<file path="src/rtl/hbcc_pkg.sv">
package hbcc_pkg;
    localparam int NUM_LEGS = 4;

    typedef enum logic [1:0] {
        DM_NONE,
        DM_UPPER,
        DM_LOWER
    } demand_t;

    typedef enum logic [1:0] {
        ST_OFF,
        ST_DEAD,
        ST_UPPER,
        ST_LOWER
    } leg_state_t;
endpackage

</file>
<file path="src/rtl/hbcc_band_cmp.sv">
module hbcc_band_cmp
    import hbcc_pkg::*;
#(
    parameter int IN_W   = 18,
    parameter int BAND_W = 16
) (
    input  logic                     clk,
    input  logic                     rst_n,
    input  logic                     sample_en,
    input  logic [BAND_W-1:0]        band,
    input  logic signed [IN_W-1:0]   meas,
    input  logic signed [IN_W-1:0]   target,
    output demand_t                  demand
);
    localparam int EW = IN_W + 2;

    logic signed [EW-1:0] err;
    logic signed [EW-1:0] half_pos;
    logic signed [EW-1:0] half_neg;

    assign err      = {{(EW-IN_W){meas[IN_W-1]}}, meas}
                    - {{(EW-IN_W){target[IN_W-1]}}, target};
    assign half_pos = $signed({{(EW-BAND_W+1){1'b0}}, band[BAND_W-1:1]});
    assign half_neg = -half_pos;

    always_ff @(posedge clk) begin
        if (!rst_n) begin
            demand <= DM_NONE;
        end else if (sample_en) begin
            if (err >= half_pos) begin
                demand <= DM_LOWER;
            end else if (err <= half_neg) begin
                demand <= DM_UPPER;
            end
        end
    end
endmodule

</file>
<file path="src/rtl/hbcc_leg_fsm.sv">
module hbcc_leg_fsm
    import hbcc_pkg::*;
#(
    parameter int DT_W = 8
) (
    input  logic            clk,
    input  logic            rst_n,
    input  demand_t         demand,
    input  logic [DT_W-1:0] dead_cycles,
    output logic            g_hi,
    output logic            g_lo
);
    leg_state_t      state, state_nx;
    logic [DT_W-1:0] cnt;

    always_comb begin
        state_nx = state;
        unique case (state)
            ST_OFF: begin
                if (demand == DM_UPPER)      state_nx = ST_UPPER;
                else if (demand == DM_LOWER) state_nx = ST_LOWER;
            end
            ST_UPPER: begin
                if (demand == DM_LOWER)
                    state_nx = (dead_cycles == '0) ? ST_LOWER : ST_DEAD;
            end
            ST_LOWER: begin
                if (demand == DM_UPPER)
                    state_nx = (dead_cycles == '0) ? ST_UPPER : ST_DEAD;
            end
            ST_DEAD: begin
                if (cnt >= dead_cycles) begin
                    if (demand == DM_UPPER)      state_nx = ST_UPPER;
                    else if (demand == DM_LOWER) state_nx = ST_LOWER;
                    else                         state_nx = ST_OFF;
                end
            end
            default: state_nx = ST_OFF;
        endcase
    end

    always_ff @(posedge clk) begin
        if (!rst_n) begin
            state <= ST_OFF;
            cnt   <= '0;
        end else begin
            state <= state_nx;
            if (state_nx == ST_DEAD && state != ST_DEAD) begin
                cnt <= DT_W'(1);
            end else if (state == ST_DEAD) begin
                cnt <= cnt + DT_W'(1);
            end
        end
    end

    always_comb begin
        g_hi = 1'b0;
        g_lo = 1'b0;
        unique case (state)
            ST_UPPER: g_hi = 1'b1;
            ST_LOWER: g_lo = 1'b1;
            default: begin
                g_hi = 1'b0;
                g_lo = 1'b0;
            end
        endcase
    end
endmodule

</file>
<file path="src/rtl/hbcc_four_leg.sv">
module hbcc_four_leg
    import hbcc_pkg::*;
#(
    parameter int CUR_W  = 16,
    parameter int BAND_W = 16,
    parameter int DT_W   = 8
) (
    input  logic                    clk,
    input  logic                    rst_n,
    input  logic                    sample_en,
    input  logic [BAND_W-1:0]       band,
    input  logic [DT_W-1:0]         dead_cycles,
    input  logic signed [CUR_W-1:0] cref_a,
    input  logic signed [CUR_W-1:0] cref_b,
    input  logic signed [CUR_W-1:0] cref_c,
    input  logic signed [CUR_W-1:0] cmeas_a,
    input  logic signed [CUR_W-1:0] cmeas_b,
    input  logic signed [CUR_W-1:0] cmeas_c,
    input  logic signed [CUR_W-1:0] isup_a,
    input  logic signed [CUR_W-1:0] isup_b,
    input  logic signed [CUR_W-1:0] isup_c,
    output logic [3:0]              gate_hi,
    output logic [3:0]              gate_lo
);
    localparam int IN_W = CUR_W + 2;

    logic signed [IN_W-1:0] leg_meas   [NUM_LEGS];
    logic signed [IN_W-1:0] leg_target [NUM_LEGS];
    logic signed [IN_W-1:0] isup_sum;
    demand_t                leg_demand [NUM_LEGS];

    assign isup_sum = IN_W'(isup_a) + IN_W'(isup_b) + IN_W'(isup_c);

    assign leg_meas[0]   = IN_W'(cmeas_a);
    assign leg_meas[1]   = IN_W'(cmeas_b);
    assign leg_meas[2]   = IN_W'(cmeas_c);
    assign leg_meas[3]   = -isup_sum;
    assign leg_target[0] = IN_W'(cref_a);
    assign leg_target[1] = IN_W'(cref_b);
    assign leg_target[2] = IN_W'(cref_c);
    assign leg_target[3] = '0;

    for (genvar k = 0; k < NUM_LEGS; k++) begin : g_leg
        hbcc_band_cmp #(
            .IN_W  (IN_W),
            .BAND_W(BAND_W)
        ) u_cmp (
            .clk      (clk),
            .rst_n    (rst_n),
            .sample_en(sample_en),
            .band     (band),
            .meas     (leg_meas[k]),
            .target   (leg_target[k]),
            .demand   (leg_demand[k])
        );

        hbcc_leg_fsm #(
            .DT_W(DT_W)
        ) u_fsm (
            .clk        (clk),
            .rst_n      (rst_n),
            .demand     (leg_demand[k]),
            .dead_cycles(dead_cycles),
            .g_hi       (gate_hi[k]),
            .g_lo       (gate_lo[k])
        );
    end
endmodule

</file>
<file path="config.mk">
export PLATFORM = sky130hd
export DESIGN_NAME = hbcc_four_leg
export DESIGN_NICKNAME = d
export VERILOG_FILES = /design/src/rtl/hbcc_pkg.sv /design/src/rtl/hbcc_band_cmp.sv /design/src/rtl/hbcc_leg_fsm.sv /design/src/rtl/hbcc_four_leg.sv
export SDC_FILE = /design/constraint.sdc
export NUM_CORES = 1
export LEC_CHECK = 0
export BUFFER_PORTS_ARGS = -buffer_cell sky130_fd_sc_hd__buf_2
export CAP_MARGIN = 5
export CORE_MARGIN = 10
export CORE_UTILIZATION = 29
export CTS_CLUSTER_DIAMETER = 50
export DETAILED_ROUTE_END_ITERATION = 10
export REMOVE_ABC_BUFFERS = 1
export SETUP_SLACK_MARGIN = 0.4
export SYNTH_ARGS = -nofsm -noshare
export SYNTH_HDL_FRONTEND = slang
export SYNTH_SLANG_ARGS = --single-unit
</file>
<file path="constraint.sdc">
create_clock -name clk -period 13.9 [get_ports clk]
set_input_delay 1.39 -clock clk [delete_from_list [all_inputs] [get_ports clk]]
set_output_delay 1.39 -clock clk [all_outputs]
set_load 0.005 [all_outputs]
</file>
==> results of run 1 <==
==> cells in the final DEF, fill, tap and decap left out, drive strengths merged, types with 5 or more instances in the layout <==
cell	count
a31oi	15
xnor2	46
nand2	51
dfxtp	48
nor4	6
fa	19
xor2	34
ha	267
o21ai	65
a21oi	92
nand2b	26
a21o	56
nor2	90
nand3	27
o21a	16
mux2i	5
o41ai	6
and2	11
and3	12
nor2b	34
nor3	25
a31o	5
inv	159
buf	177
nand4	30
or2	5
or3	6
a211oi	16
clkbuf	7
o211ai	15
==> flip-flops by register name (all words and copies together) (netlist names) <==
name / count
g_leg.u_cmp.demand: 8
g_leg.u_fsm.cnt: 32
g_leg.u_fsm.state: 8
==> power by group <==
part | internal (mW) | switching [mW] | total [mW]
Sequential | 0.150 | 0.0180 | 0.168
Clock | 0.0948 | 0.0526 | 0.147
Combinational | 0.282 | 0.356 | 0.638
==> worst paths after layout <==
kind | from | end | slack, ns | depth (start not counted)
worst min register to register | g_leg[1].u_fsm.cnt[7]$_SDFFE_PP0P_ | g_leg[1].u_fsm.cnt[7]$_SDFFE_PP0P_ | 0.49 | 2
worst max register to register | g_leg[1].u_fsm.cnt[0]$_SDFFE_PN0P_ | g_leg[1].u_fsm.state[1]$_SDFF_PN0_ | 11.94 | 10
worst max-delay path | isup_b[1] | g_leg[3].u_cmp.demand[1]$_SDFFE_PN0P_ | 8.08 | 22
worst min-delay path | g_leg[1].u_fsm.cnt[7]$_SDFFE_PP0P_ | g_leg[1].u_fsm.cnt[7]$_SDFFE_PP0P_ | 0.49 | 2
==> cell families (layout without fill, tap and decap cells) <==
kind of cell / after synthesis / after routing / share of synthesized area [%]
adders and majority gates: 286 / 286 / 36.80
DFF: 48 / 48 / 9.503
other: 0 / 3 / 0
buffers and inverters: 177 / 344 / 6.867
muxes: 6 / 6 / 0.6063
AOI/OAI and AO/OA: 341 / 341 / 22.30
xor gates and xnor gates: 80 / 80 / 6.929
and+or+nand+nor: 337 / 337 / 17.00
==> metal layers <==
metal | part of all wire [%] | global-route usage (%) | up-vias | wire, µm
met3 | 4.5 | 2.325 | 25 | 1265
met2 | 49 | 23.16 | 158 | 13920
met1 | 45 | 15.88 | 4282 | 12770
met4 | 0.83 | 1.527 | 4 | 235
met5 | 0.13 | 0 | - | 38
li1 | - | - | 4940 | -
==> layout make-up <==
class	instances	area, µm²	area share [%]
inverter	159	596.8	5.119
clock inverter	1	30.03	0.2575
sequential	48	960.9	8.241
clock buffer	7	152.6	1.309
multi-input combinational	1050	8457	72.53
antenna	3	7.507	0.06438
tap	455	569.3	4.883
timing repair buffer	177	885.9	7.597
==> worst max-delay path, stage by stage <==
cell and delay (ns):
sky130_fd_sc_hd__buf_2 0.10, sky130_fd_sc_hd__ha_1 0.31, sky130_fd_sc_hd__fa_1 0.47, sky130_fd_sc_hd__inv_1 0.07, sky130_fd_sc_hd__ha_1 0.18, sky130_fd_sc_hd__inv_1 0.06, sky130_fd_sc_hd__fa_1 0.40, sky130_fd_sc_hd__nor2b_1 0.16
sky130_fd_sc_hd__o31a_1 0.21, sky130_fd_sc_hd__o211ai_1 0.18, sky130_fd_sc_hd__a31oi_1 0.34, sky130_fd_sc_hd__a31o_2 0.21, sky130_fd_sc_hd__xor2_1 0.26, sky130_fd_sc_hd__inv_1 0.13, sky130_fd_sc_hd__ha_1 0.36, sky130_fd_sc_hd__nand4_1 0.15
sky130_fd_sc_hd__nor2_1 0.24, sky130_fd_sc_hd__nand2_1 0.08, sky130_fd_sc_hd__o211ai_1 0.22, sky130_fd_sc_hd__a21oi_1 0.15, sky130_fd_sc_hd__a31o_2 0.25, sky130_fd_sc_hd__a21oi_1 0.14
==> impl_metrics.ini, run 1 <==
[run_status]
run_status = finished, final reports clean

[global_route]
grtUsageTotal_pct = 12.81
grt_first_pass_wirelength_um = 45310
grt_max_degree = 20
grt_pass1_vias = 9222
overflow = 0
grt_antenna_before_repair = 6

[timing]
finalSetupViolations = 0
post-route-min-period_ns = 5.824
hold_viol = 0
clock-skew-final_ns = 0.007527
final_max_slew_viol_count = 0
rsz0062_at_grt = false
max_freq_ghz = 0.1717
fin_ws_ns = 8.076
holdWs_ns = 0.4940
max-slew-margin-rel_pct = 49.25
ratio_of_final_minimum_period_to_clock_period_pct = 41.90
tightestPinTransition_ns = 0.7554
fin_tns_setup_ns = 0

[finish]
nFillCells = 3676
post-route-cell-area_um2 = 11660
final_net_count = 1898
final_core_occ_pct = 33.84
drive_above_1_share_pct = 13.80
layout.cells.non_filler = 1900
layout-area-overhead-vs-synth_pct = 15.31

[routing]
drt_first_pass_iters = 5
drt-vias-per-instance = 4.952
drc_errors = 0
route.final.wire_length_um = 28230
post_route_antenna_net_violation_count = 0
drt_iter0_markers = 361
route.vias.total = 9409
wire_per_inst_um = 14.86

[floorplan]
die_width_um = 206.7
floorplan_row_count = 68
start_util_pct = 29.35
die_area_um2 = 42740
die_h_um = 206.7
pin_count = 179
core_area_um2 = 34460

[synthesis]
synthesis.area_um2 = 10110
synthDominantAreaCellType = sky130_fd_sc_hd__ha_1
post_synth_edffs = 0
syn-instance-count = 1275
synth-seq-area-share_pct = 9.503
yosysMostFrequentCell = sky130_fd_sc_hd__ha_1
ys_warnings = 0
synthDominantCellAreaShare_pct = 33.04
yosys_most_used_dff = sky130_fd_sc_hd__dfxtp_1
synthTopCellsByArea = sky130_fd_sc_hd__ha_1 33%, sky130_fd_sc_hd__dfxtp_1 9.5%, sky130_fd_sc_hd__inv_1 5.9%, sky130_fd_sc_hd__a21oi_1 4.5%, sky130_fd_sc_hd__a21o_1 4.2%
ys_types = 68
async_flop_share_pct = 0
synthTopCellsByCount = 267 x sky130_fd_sc_hd__ha_1, 159 x sky130_fd_sc_hd__inv_1, 91 x sky130_fd_sc_hd__a21oi_1
synth_seq_cells = 48
syn-mean-instance-area_um2 = 7.931

[clocking]
tritoncts.num_buffers = 5
clk_root_buffer_cell = sky130_fd_sc_hd__clkbuf_16
cts.repair_timing.setup_buffer_count = 0
cts.sink_count = 48
ctsLongestPathBuffers = 2
postCtsHoldBufs = 0
cts_repair_resize_count = 0
clkSlewWorstSetupHoldPaths_ns = 0.06
clock_tree_from_tritoncts = yes
htree_levels = 2
clkLatencyLatePin_ns = 0.29

[placed_design]
finalWeightedCongestion = 0.8481
place_ws_ns = 7.753
postPlaceCellArea_um2 = 11470
place.detailed.instances = 1889
numPortBuffers = 177
dpl.hpwl_um = 24620

[critical_path]
cp_required_ns = 14.12
crit_arrival_ns = 6.04
criticalPathCategory = input port to flop
crit_path_max_fanout = 4
setup.worst_path.start_class = input port
crit_path_end_kind = flop

[power_and_ir_drop]
total_leakage_power_nw = 5.966
max-vdd-ir-drop_v = 0.00004286
power_mw = 0.9536
power_density_nw_per_um2 = 81.78

[job]
drv_cap = 0

[hold_path]
worstHoldPathType = flop to flop
Note: power is estimated with default switching activity, not from simulation.
==> inputs of run 2 (changes only) <==
==> constraint.sdc (replaced) <==
create_clock -name clk -period 5.1 [get_ports clk]
set_input_delay 0.51 -clock clk [delete_from_list [all_inputs] [get_ports clk]]
set_output_delay 0.51 -clock clk [all_outputs]
set_load 0.005 [all_outputs]
==> run 2 against run 1 <==
Sequential cell count did not move. Sequential power grew to 2.7 times the previous value. Critical endpoint unchanged. Core utilization rose by 0.42 points.
==> impl_metrics.ini, run 2 (same netlist as run 1, synthesis figures left out) <==
[finish]
layout-area-overhead-vs-synth_pct = 16.74
reg_top3 = g_leg.u_fsm.cnt (32), g_leg.u_cmp.demand (8), g_leg.u_fsm.state (8)
final_net_count = 1905
post-route-cell-area_um2 = 11810
nFillCells = 3634
largest_register_ffs = 32
layout.cells.most_common = sky130_fd_sc_hd__ha_1
drive_above_1_share_pct = 15.39
final_core_occ_pct = 34.26
layout.cells.most_common_list = 264 x sky130_fd_sc_hd__ha_1, 177 x sky130_fd_sc_hd__buf_2, 157 x sky130_fd_sc_hd__inv_1, 89 x sky130_fd_sc_hd__a21oi_1, 89 x sky130_fd_sc_hd__nor2_1
largest-register = g_leg.u_fsm.cnt

[floorplan]
core_area_um2 = 34460
start_util_pct = 29.35
die_area_um2 = 42740
pin_count = 179
die_h_um = 206.7
floorplan_row_count = 68
die_width_um = 206.7

[timing]
ratio_of_final_minimum_period_to_clock_period_pct = 88.53
tightestPinTransition_ns = 0.9241
max_freq_ghz = 0.2215
max-slew-margin-rel_pct = 37.92
finalSetupViolations = 0
rsz0062_at_grt = false
clock-skew-final_ns = 0.004613
fin_ws_ns = 0.5852
fin_tns_setup_ns = 0
hold_viol = 0
final_max_slew_viol_count = 0
post-route-min-period_ns = 4.515

[clocking]
clkLatencyLatePin_ns = 0.29
htree_levels = 2
clk_root_buffer_cell = sky130_fd_sc_hd__clkbuf_16
ctsLongestPathBuffers = 2
cts.sink_count = 48
clkSlewWorstSetupHoldPaths_ns = 0.07
tritoncts.num_buffers = 5
clock_tree_from_tritoncts = yes

[routing]
route.vias.total = 9483
post_route_antenna_net_violation_count = 0
drt_iter0_markers = 422
route.final.wire_length_um = 28250
drt_first_pass_iters = 5
drt-vias-per-instance = 4.975
drc_errors = 0
wire_per_inst_um = 14.82

[placed_design]
numPortBuffers = 177
place_ws_ns = 0.008460
postPlaceCellArea_um2 = 11490
finalWeightedCongestion = 0.8265
dpl.hpwl_um = 24750

[critical_path]
setup.worst_path.start_class = input port
criticalPathCategory = input port to flop
cp_required_ns = 5.32
crit_arrival_ns = 4.73
crit_path_slowest_cell = sky130_fd_sc_hd__fa_1
crit_path_max_fanout = 3
crit_path_max_incr_delay_ns = 0.53
crit_path_end_kind = flop
crit_path_cell_trace = buf_2 > ha_4 > fa_1 > inv_1 > ha_2 > inv_2 > fa_2 > nor2b_2 > o31a_1 > o211ai_1 > a31oi_2 > a31o_2 > xor2_4 > inv_2 > ha_1 > nand4_1 > nor2_2 > nand2_1 > o211ai_1 > a21oi_2 > a31o_2 > a21oi_1

[global_route]
grt_antenna_before_repair = 5
grt_pass1_vias = 9251
overflow = 0
grtUsageTotal_pct = 12.76
grt_max_degree = 20
grt_first_pass_wirelength_um = 45500

[power_and_ir_drop]
power_density_nw_per_um2 = 225.8
max-vdd-ir-drop_v = 0.0001249
power_mw = 2.666
total_leakage_power_nw = 6.006

[job]
drv_cap = 0

[run_status]
run_status = finished, final reports clean

[hold_path]
worstHoldPathType = flop to flop
run 2: cell types whose count changed in the layout (fill, tap and decap cells not counted), sizes merged:
cell	previous run	this run
buf	177	184
diode	3	2
clkbuf	7	6
clkinv	0	1
run 2: worst max-delay path: cells and delay by family:
family                     cells  cell delay [ns]
AOI/OAI and AO/OA              8             1.81
and+or+nand+nor                4             0.47
xor gates and xnor gates       1             0.16
buffers and inverters          4             0.31
adders and majority gates      5             1.48
run 2: final cells by class:
class / count / area [µm²] / share of cell area [%]
diodes: 2 / 5.005 / 0.04240
clock buffers: 6 / 138.9 / 1.176
clock inverters: 2 / 38.79 / 0.3286
inverters: 159 / 596.8 / 5.056
multi-input cells: 1050 / 8557 / 72.49
flip-flops and latches: 48 / 960.9 / 8.140
well taps: 455 / 569.3 / 4.822
repair buffers: 184 / 938.4 / 7.949
run 2: metrics by stage:
stage          hold WS (ns)  instances
4_1_cts              0.4967       1900
6_report             0.4959       1906
2_1_floorplan        0.4618       1257
3_3_place_gp         0.4816       1892
5_1_grt              0.5397       1905
3_5_place_dp         0.4886       1892
run 2: path summary, 6_finish.rpt:
path	from	endpoint	slack, ns	cells past startpoint
setup / recovery	isup_b[1]	g_leg[3].u_cmp.demand[1]$_SDFFE_PN0P_	0.59	22
hold reg to reg	g_leg[1].u_fsm.cnt[7]$_SDFFE_PP0P_	g_leg[1].u_fsm.cnt[7]$_SDFFE_PP0P_	0.50	2
hold / removal	g_leg[1].u_fsm.cnt[7]$_SDFFE_PP0P_	g_leg[1].u_fsm.cnt[7]$_SDFFE_PP0P_	0.50	2
setup reg to reg	g_leg[2].u_fsm.cnt[0]$_SDFFE_PN0P_	g_leg[2].u_fsm.state[1]$_SDFF_PN0_	3.09	10
run 2: what timing repair did:
| action | in CTS | in global routing |
|---|---|---|
| setup endpoints to repair | 4 | 4 |
| resized for setup | 3 | 17 |
| setup buffers | 0 | 4 |
| pin swaps | 2 | 17 |
| hold buffers | 0 | 0 |
| gates cloned | 0 | 0 |
run 2: routing by layer:
metal | vias up | track usage, % | wire [µm]
li1 | 4952 | - | -
met1 | 4347 | 16.16 | 12920
met2 | 155 | 22.62 | 13910
met3 | 23 | 2.107 | 1173
met4 | 6 | 1.889 | 210
met5 | - | 0 | 34
run 2: where the power goes:
part / total [mW] / internal [mW] / switching, mW
combinational: 1.81 / 0.809 / 1.00
clock: 0.399 / 0.246 / 0.153
sequential: 0.456 / 0.408 / 0.0478
total: 2.67 / 1.46 / 1.20
==> inputs of run 3 (changes only) <==
--- a/config.mk
+++ b/config.mk
@@ -5,12 +5,14 @@
 export SDC_FILE = /design/constraint.sdc
 export NUM_CORES = 1
 export LEC_CHECK = 0
+export ABC_CLOCK_PERIOD_IN_PS = 5100
 export BUFFER_PORTS_ARGS = -buffer_cell sky130_fd_sc_hd__buf_2
 export CAP_MARGIN = 5
 export CORE_MARGIN = 10
 export CORE_UTILIZATION = 29
 export CTS_CLUSTER_DIAMETER = 50
 export DETAILED_ROUTE_END_ITERATION = 10
+export MAX_ROUTING_LAYER = met4
 export REMOVE_ABC_BUFFERS = 1
 export SETUP_SLACK_MARGIN = 0.4
 export SYNTH_ARGS = -nofsm -noshare
==> run 3 against run 2 <==
Non-clock buffer count unchanged. Clock-buffer cell count unchanged. Clock power about the same. Sequential cell count stayed put. Critical path depth did not move. Global-route usage up 0.37 points. Register-to-register slack about the same. Critical path type unchanged.
==> impl_metrics.ini, run 3 (same netlist as run 1, synthesis figures left out) <==
[run_status]
run_status = finished, final reports clean

[hold_path]
worstHoldPathType = flop to flop
hold_path_depth = 2

[timing]
final_max_slew_viol_count = 0
max_freq_ghz = 0.2211
holdWs_ns = 0.4954
max-slew-margin-rel_pct = 39.92
post-route-min-period_ns = 4.522
finalSetupViolations = 0
fin_tns_setup_ns = 0
tightestPinTransition_ns = 0.8944
hold_viol = 0
clock-skew-final_ns = 0.004791
rsz0062_at_grt = false
ratio_of_final_minimum_period_to_clock_period_pct = 88.67

[finish]
layout-area-overhead-vs-synth_pct = 16.82
drive_above_1_share_pct = 15.39
final_net_count = 1905
layout.cells.most_common_list = 264 x sky130_fd_sc_hd__ha_1, 177 x sky130_fd_sc_hd__buf_2, 157 x sky130_fd_sc_hd__inv_1, 89 x sky130_fd_sc_hd__a21oi_1, 89 x sky130_fd_sc_hd__nor2_1
largest_register_ffs = 32
layout.cells.most_common = sky130_fd_sc_hd__ha_1
reg_top3 = g_leg.u_fsm.cnt (32), g_leg.u_cmp.demand (8), g_leg.u_fsm.state (8)
largest-register = g_leg.u_fsm.cnt

[clocking]
ctsLongestPathBuffers = 2
tritoncts.num_buffers = 5
cts.sink_count = 48
htree_levels = 2
clk_root_buffer_cell = sky130_fd_sc_hd__clkbuf_16
clock_tree_from_tritoncts = yes
clkLatencyLatePin_ns = 0.29
postCtsHoldBufs = 0
clkSlewWorstSetupHoldPaths_ns = 0.07

[global_route]
grt_max_degree = 20
grt_antenna_before_repair = 5
overflow = 0
grt_pass1_vias = 9267
grt_first_pass_wirelength_um = 45440
grtUsageTotal_pct = 13.13

[power_and_ir_drop]
power_density_nw_per_um2 = 225.3
total_leakage_power_nw = 6.006
max-vdd-ir-drop_v = 0.0001243
power_mw = 2.662

[placed_design]
dpl.hpwl_um = 24750
numPortBuffers = 177
finalWeightedCongestion = 0.8390

[routing]
route.final.wire_length_um = 28220
drt-vias-per-instance = 4.976
drt_iter0_markers = 394
route.vias.total = 9499
drc_errors = 0
post_route_antenna_net_violation_count = 0
drt_first_pass_iters = 5
wire_per_inst_um = 14.78

[critical_path]
crit_path_end_kind = flop
crit_path_max_fanout = 3
crit_arrival_ns = 4.74
criticalPathCategory = input port to flop
cp_required_ns = 5.32
r2r_cells = 10
setup.worst_path.start_class = input port

[job]
drv_cap = 0

[floorplan]
die_h_um = 206.7
core_area_um2 = 34460
pin_count = 179
die_area_um2 = 42740
start_util_pct = 29.35
floorplan_row_count = 68
die_width_um = 206.7
[run 3: critical path, cell delays in order]
cell                       delay, ns
sky130_fd_sc_hd__buf_2          0.12
sky130_fd_sc_hd__ha_4           0.24
sky130_fd_sc_hd__fa_1           0.53
sky130_fd_sc_hd__inv_1          0.04
sky130_fd_sc_hd__ha_2           0.19
sky130_fd_sc_hd__inv_2          0.06
sky130_fd_sc_hd__fa_2           0.22
sky130_fd_sc_hd__nor2b_2        0.05
sky130_fd_sc_hd__o31a_1         0.33
sky130_fd_sc_hd__o211ai_1       0.32
sky130_fd_sc_hd__a31oi_2        0.15
sky130_fd_sc_hd__a31o_2         0.26
sky130_fd_sc_hd__xor2_4         0.16
sky130_fd_sc_hd__inv_2          0.09
sky130_fd_sc_hd__ha_1           0.30
sky130_fd_sc_hd__nand4_1        0.17
sky130_fd_sc_hd__nor2_2         0.18
sky130_fd_sc_hd__nand2_1        0.07
sky130_fd_sc_hd__o211ai_1       0.26
sky130_fd_sc_hd__a21oi_2        0.11
sky130_fd_sc_hd__a31o_2         0.25
sky130_fd_sc_hd__a21oi_1        0.13
[run 3: final timing paths]
kind                                                          from                                    end  slack [ns]
worst min-delay path            g_leg[1].u_fsm.cnt[7]$_SDFFE_PP0P_     g_leg[1].u_fsm.cnt[7]$_SDFFE_PP0P_        0.50
worst max register to register  g_leg[2].u_fsm.cnt[0]$_SDFFE_PN0P_     g_leg[2].u_fsm.state[1]$_SDFF_PN0_        3.09
worst max-delay path                                     isup_b[1]  g_leg[3].u_cmp.demand[1]$_SDFFE_PN0P_        0.58
worst min register to register  g_leg[1].u_fsm.cnt[7]$_SDFFE_PP0P_     g_leg[1].u_fsm.cnt[7]$_SDFFE_PP0P_        0.50
[run 3: per-layer routing]
layer / track usage (%) / vias to the layer above / share of wire [%] / routed length [µm]
met4: 1.889 / 0 / 0.72 / 204
met2: 22.63 / 177 / 49 / 13900
li1: - / 4956 / - / -
met3: 1.607 / 17 / 3.8 / 1064
met5: - / - / 0 / 0
met1: 16.44 / 4349 / 46 / 13050
[run 3: power by group]
| group | internal, mW | switching [mW] |
|---|---|---|
| Sequential | 0.408 | 0.0478 |
| Clock | 0.246 | 0.153 |
| Combinational | 0.809 | 0.998 |
[run 3: area by class of cell]
type | instances | area (µm²)
Sequential cell | 48 | 960.9
Timing Repair Buffer | 184 | 938.4
Fill cell | 3635 | 22650
Antenna cell | 5 | 12.51
Clock buffer | 6 | 138.9
Tap cell | 455 | 569.3
Clock inverter | 2 | 38.79
Inverter | 159 | 596.8
Multi-Input combinational cell | 1050 | 8557
[run 3: through the flow]
step	instance area [µm²]	instances	utilization [%]	setup slack, ns
after floorplan	10010	1257	-	0.5123
after global placement	11490	1892	33.35	0.1018
after detailed placement	11490	1892	33.35	0.008460
after CTS	11690	1900	33.91	0.4076
after global routing	11810	1909	34.28	0.4044
final	11810	1909	34.28	0.5777
[run 3: repair_timing]
| action | CTS | global route |
|---|---|---|
| resized for setup | 3 | 17 |
| buffers inserted | 0 | 4 |
| endpoints found under the setup margin | 4 | 4 |
| endpoints found under the hold margin | 0 | 0 |
| pin swaps | 2 | 17 |
